`src/rtl/cc_timer_pkg.sv`:
```
package cc_timer_pkg;

  localparam int REV_W      = 3;
  localparam int REV_UPKEEP = 1;

  // Sticky bit update: a set outranks a clear
  function automatic logic sticky_next(input logic cur, input logic set_i, input logic clr_i);
    if (set_i)      return 1'b1;
    else if (clr_i) return 1'b0;
    else            return cur;
  endfunction

endpackage

```
`src/rtl/cc_count_reg.sv`:
```
module cc_count_reg #(
  parameter int CNT_W     = 32,
  parameter int RST_COUNT = 1
) (
  input  logic             clk,
  input  logic             rst,
  input  logic             hold,
  input  logic             we,
  input  logic [CNT_W-1:0] wdata,
  output logic [CNT_W-1:0] cnt_q,
  output logic [CNT_W-1:0] cnt_inc,
  output logic             stepping
);

  localparam logic [CNT_W-1:0] RST_VAL = CNT_W'(RST_COUNT);

  assign cnt_inc  = cnt_q + CNT_W'(1);
  assign stepping = !hold && !we;

  always_ff @(posedge clk) begin
    if (rst)        cnt_q <= RST_VAL;
    else if (hold)  cnt_q <= cnt_q;
    else if (we)    cnt_q <= wdata;
    else            cnt_q <= cnt_inc;
  end

endmodule

```
`src/rtl/cc_match_unit.sv`:
```
module cc_match_unit #(
  parameter int CNT_W = 32
) (
  input  logic             clk,
  input  logic             rst,
  input  logic             we,
  input  logic [CNT_W-1:0] wdata,
  input  logic             stepping,
  input  logic [CNT_W-1:0] cnt_inc,
  output logic [CNT_W-1:0] cmp_q,
  output logic             hit
);

  logic [CNT_W-1:0] cmp_eff;

  assign cmp_eff = we ? wdata : cmp_q;
  // Only an increment can reach equality; loads never count as a match
  assign hit     = stepping && (cnt_inc == cmp_eff);

  always_ff @(posedge clk) begin
    if (rst)     cmp_q <= '0;
    else if (we) cmp_q <= wdata;
  end

endmodule

```
`src/rtl/cc_irq_state.sv`:
```
module cc_irq_state
  import cc_timer_pkg::*;
(
  input  logic             clk,
  input  logic             rst,
  input  logic             hit,
  input  logic             ack,
  input  logic [REV_W-1:0] rev_sel,
  output logic             irq_q,
  output logic             flag_q
);

  logic upkeep;
  assign upkeep = (rev_sel == REV_W'(REV_UPKEEP));

  always_ff @(posedge clk) begin
    if (rst) begin
      irq_q  <= 1'b0;
      flag_q <= 1'b0;
    end else begin
      irq_q <= sticky_next(irq_q, hit, ack);
      if (upkeep) flag_q <= sticky_next(flag_q, hit, ack);
    end
  end

endmodule

```
`src/rtl/cc_timer.sv`:
```
module cc_timer
  import cc_timer_pkg::*;
#(
  parameter int CNT_W     = 32,
  parameter int IRQ_W     = 8,
  parameter int IRQ_LINE  = 7,
  parameter int RST_COUNT = 1
) (
  input  logic             clk,
  input  logic             rst,
  input  logic             cnt_we,
  input  logic [CNT_W-1:0] cnt_wdata,
  input  logic             cmp_we,
  input  logic [CNT_W-1:0] cmp_wdata,
  input  logic             cnt_hold,
  input  logic [REV_W-1:0] rev_sel,
  output logic [CNT_W-1:0] count_o,
  output logic [CNT_W-1:0] compare_o,
  output logic [IRQ_W-1:0] irq_o,
  output logic             ti_flag_o
);

  logic [CNT_W-1:0] cnt_inc;
  logic             stepping;
  logic             hit;
  logic             irq_q;

  cc_count_reg #(.CNT_W(CNT_W), .RST_COUNT(RST_COUNT)) u_cnt (
    .clk      (clk),
    .rst      (rst),
    .hold     (cnt_hold),
    .we       (cnt_we),
    .wdata    (cnt_wdata),
    .cnt_q    (count_o),
    .cnt_inc  (cnt_inc),
    .stepping (stepping)
  );

  cc_match_unit #(.CNT_W(CNT_W)) u_match (
    .clk      (clk),
    .rst      (rst),
    .we       (cmp_we),
    .wdata    (cmp_wdata),
    .stepping (stepping),
    .cnt_inc  (cnt_inc),
    .cmp_q    (compare_o),
    .hit      (hit)
  );

  cc_irq_state u_irq (
    .clk     (clk),
    .rst     (rst),
    .hit     (hit),
    .ack     (cmp_we),
    .rev_sel (rev_sel),
    .irq_q   (irq_q),
    .flag_q  (ti_flag_o)
  );

  for (genvar g = 0; g < IRQ_W; g++) begin : g_irq
    if (g == IRQ_LINE) begin : g_live
      assign irq_o[g] = irq_q;
    end else begin : g_tied
      assign irq_o[g] = 1'b0;
    end
  end

endmodule

```
`config.mk`:
```
export PLATFORM = sky130hd
export DESIGN_NAME = cc_timer
export DESIGN_NICKNAME = d
export VERILOG_FILES = /design/src/rtl/cc_timer_pkg.sv /design/src/rtl/cc_count_reg.sv /design/src/rtl/cc_match_unit.sv /design/src/rtl/cc_irq_state.sv /design/src/rtl/cc_timer.sv
export SDC_FILE = /design/constraint.sdc
export NUM_CORES = 1
export LEC_CHECK = 0
export ABC_AREA = 0
export CAP_MARGIN = 20
export CORE_MARGIN = 1
export CORE_UTILIZATION = 35
export CTS_BUF_LIST = sky130_fd_sc_hd__clkbuf_16
export DETAILED_ROUTE_END_ITERATION = 8
export PLACE_DENSITY_LB_ADDON = 0.2
export SLEW_MARGIN = 20
export SYNTH_ARGS = -nofsm -noshare
export SYNTH_HDL_FRONTEND = slang
export SYNTH_HIERARCHICAL = 1
export SYNTH_SLANG_ARGS = --single-unit
```
`constraint.sdc`:
```
create_clock -name clk -period 8.42 [get_ports clk]
set_input_delay 1.684 -clock clk [delete_from_list [all_inputs] [get_ports clk]]
set_output_delay 1.684 -clock clk [all_outputs]
set_load 0.03 [all_outputs]
```
# Word level (Yosys, flattened, before mapping)
# Cells that the tools add are included.
[word_totals] register_bits=66 inputBits=72 output_inout_bits=73
[classes] n_addsub=1 n_eq_ne=2 n_mux=4 n_reduce_logical=6
[ops] op="32-bit two-way mux" count=2
[ops] op="32-bit by 1-bit adder with 32-bit output (second input constant)" count=1
[ops] op="32-bit == test" count=1
[ops] op="3-bit by 1-bit == test with 1-bit output (second input constant)" count=1
[ops] op="1-bit logical AND" count=2
[ops] op="1-bit zero test" count=2
[ops] op="1-bit two-way mux" count=2
[ops] op="2-bit AND reduction" count=1
[ops] op="2-bit nonzero test" count=1

# Longest topological paths before layout
[depth] word_depth=5 mapped_depth=13 ltp_nobuf=11

# By module
# The synthesis kept the hierarchy.
[by_module_without_submodules] module="cc_count_reg" n_inst=1 cells_each=328 area_per_inst_um2=2409.8
[by_module_without_submodules] module="cc_match_unit" n_inst=1 cells_each=147 area_per_inst_um2=1511.4
[by_module_without_submodules] module="cc_irq_state" n_inst=1 cells_each=9 area_per_inst_um2=98.8
[by_module_without_submodules] module="cc_timer" n_inst=1 cells_each=9 area_per_inst_um2=63.8

# Worst setup path before layout
# Ideal clock, no wire load.
[synth_path] path_kind="input-to-reg" from="in cmp_we" to="reg u_irq.flag_q" setup_ns=0.088 arrival_time_ns=3.108 t_required_ns=8.332 slack_ns=5.224 stages=9 path_buffers=2 cell_sequence="buf_6 -> buf_8 -> mux2i_2 -> xnor2_1 -> nor4_1 -> nand4_1 -> nor3_2 -> inv_1 -> o32ai_2"
[synth_between] elab_chain_len=5
[synth_lines] element="start, declared" line="cc_timer.sv:13" rtl="input logic cmp_we,"
[synth_lines] element="32-bit two-way mux (*)"
[synth_lines] element="32-bit == test (*)" line="cc_match_unit.sv:18" rtl="assign hit = stepping && (cnt_inc == cmp_eff);"
[synth_lines] element="1-bit logical AND (*)" line="cc_match_unit.sv:18"
[synth_lines] element="via hit" line="cc_timer.sv:25" rtl="logic hit;"
[synth_lines] element="2-bit nonzero test (no line)"
[synth_lines] element="2-bit AND reduction (no line)"
[synth_lines] element="end signal, assigned" line="cc_irq_state.sv:22" rtl="if (upkeep) flag_q <= sticky_next(flag_q, hit, ack);"
[synth_lines] element="end, declared" line="cc_irq_state.sv:10" rtl="output logic flag_q"
# Mark *: on every way through the listed nets, which the timed path passes. The rest lies on a longest branch.
# A chain may end at the register's enable or synchronous reset.

# Worst setup path in the final report
# Ends and elaborated chain as after synthesis.

==> results.cfg <==
[worst_setup_path]
worstPathRequired_ps = 8650
path_max_fanout = 34
reg2reg_depth = 11
end_kind = flop
start_kind = input pin
crit_arrival_ps = 4000
critical_path_class = in2reg

[global_route]
overflow = 0
grtUsageTotal = 0.202
grt_pass1_vias = 3645
grt_pass1_wl_um = 18500
antenna_found_initial = 0
grt_max_degree = 75

[sta]
finClkSkew_ps = 7.77
fin_crit_ps = 3760
setup_violations = 0
period_share = 0.447
drv_slew = 0
max_freq_ghz = 0.266
worst_pin_slew_ps = 983
tns_ps = 0
hold_violations = 0
rsz0062_at_grt = false
slew_headroom = 0.345

[clocking]
clock_latency_ps = 330
ctsHoldBuffers = 0
cts_setup_buffers = 0
clockBufferDepth = 2
cts_max_level = 3
numCtsBuffers = 9
clock-sinks = 66
clockRootBuffer = clkbuf_16
cts_resized = 0
cts.clk_slew.worst_paths_ps = 60
cts_tree = done

[floorplan]
start_util = 0.358
fp.dieH_um = 110
core-area_mm2 = 0.0114
dieArea_mm2 = 0.0121
row_count = 39
boundaryPins = 145
fp.dieW_um = 110

[route]
vias_per_cell = 5.18
met1_length_um = 5570
route.met2.wl_um = 5560
highest_layer = met4
vias = 3918
wl_met3_um = 818
first_pass_iters = 4
drc = 0
first_iter_violations = 269
ant_nets = 0
routed_wl_um = 12100
wl_per_cell_um = 16.1

[hold_path]
min_path_cells = 2
min_path_type = reg2reg

[power_and_ir_drop]
pwr_density_cell_mw_per_mm2 = 160
power.leakage_nw = 2.17
total_power_w = 0.000913
peakVddDrop_mv = 0.0926

[layout]
diodes = 0
mostFrequentLayoutCells = clkdlybuf4s50_1, nor2_1, dfxtp_1
nNetsFinal = 681
area_growth_pct = 40.0
fillers = 1108
drive_above_1_share = 0.0767
final_common_cell = clkdlybuf4s50_1
fin_cells = 756

[synth]
yosysWarnings = 6
synth.distinct_cells = 52
synth_edf_count = 0
synth_top_family_by_area = simple AND/OR/NAND/NOR gates
synthMuxAreaShare = 0.108
avgSynthCellArea_um2 = 8.28
ys.flop_type = dfxtp_1
async_reset_ff_frac = 0
synthesis.area_mm2 = 0.00408
seq_area_frac_synth = 0.324
synth_cells = 493
synth_adder_area_share = 0.00306
synth-xor-area-share = 0.133
synthSimpleGateAreaFrac = 0.232
synth_compound_area_frac = 0.136
ys_ff_latch = 66

[placement]
dp_hpwl_um = 8830
place.gp.congestion = 0.814
io_buffers = 137
dp.cells = 740

[outcome]
status = complete, no violations

[run]
maxCapViolations = 0
[stage by stage]
step | hold WS, ps | cell area (um^2) | worst slack, ps | util
6_report | 500 | 5720 | 4660 | 0.501
5_1_grt | 526 | 5720 | 4430 | 0.501
3_5_place_dp | 494 | 5440 | 4270 | 0.476
3_3_place_gp | 466 | 5440 | 4410 | 0.476
2_1_floorplan | 444 | 4110 | 5220 | -
4_1_cts | 504 | 5720 | 4630 | 0.501
[worst paths after layout]
kind / start / slack [ps] / endpoint
hold / removal: u_irq/irq_q / 500 / u_irq/irq_q
hold reg to reg: u_irq/irq_q / 500 / u_irq/irq_q
setup / recovery: cmp_we / 4660 / u_irq/flag_q
setup reg to reg: u_cnt/cnt_q[2] / 4690 / u_irq/flag_q
[cells in the mapped netlist (3+ instances only)]
master,count,area (um^2)
buf_2,5,25.0
nor4_4,3,63.8
or2_2,9,56.3
nand4_1,10,62.6
a31oi_1,6,37.5
nand2_1,19,71.3
nand2b_1,3,18.8
xor2_1,12,105
o21ai_0,21,105
a32oi_1,3,26.3
nor2b_1,13,81.3
a21oi_1,31,155
nor2_1,73,274
clkbuf_1,23,86.3
mux2i_1,37,370
nor4_1,11,68.8
a22oi_1,15,113
nand3_1,12,60.1
nor3_1,8,40.0
mux2i_2,5,68.8
dfxtp_1,66,1320
buf_4,9,67.6
xnor2_1,50,438
inv_1,10,37.5
[cell families (layout without fill, tap and decap cells)]
group                      count (synthesis)  count (layout)
and+or+nand+nor                          179             179
xor gates and xnor gates                  62              62
muxes                                     42              42
adders and majority gates                  1               1
buffers and inverters                     52             166
DFF                                       66              66
other                                      1               7
AOI/OAI and AO/OA                         90              90
[critical path, stage by stage]
cell	delay, ps
buf_2	740
mux2i_1	370
xnor2_1	110
nor4_1	410
nand3_1	160
nor3_2	160
inv_1	90
o32ai_2	270
[metal layers]
metal  vias to the layer above  global-route usage
met5                         -                   0
met4                         0              0.0714
met3                        17              0.0335
met2                       151               0.322
met1                      1818               0.275
li1                       1932                   -
[flip-flops by register name (all words and copies together), names as in the netlist]
name	cells
u_irq/irq_q	1
u_match/cmp_q	32
u_irq/flag_q	1
u_cnt/cnt_q	32
[layout make-up]
class                   count  area [um^2]  share of cell area
clock buffers               9          225              0.0394
clock inverters             7         53.8             0.00941
repair buffers            140         1380               0.241
inverters                  10         37.5             0.00656
multi-input cells         381         2520               0.441
flip-flops and latches     66         1320               0.231
well taps                 143          179              0.0313
[report_power, final]
part           internal [W]  switching, W
clock network      0.000201      0.000149
logic              0.000102      0.000110
registers          0.000330     0.0000209
Power figures use the tool's default switching activity.
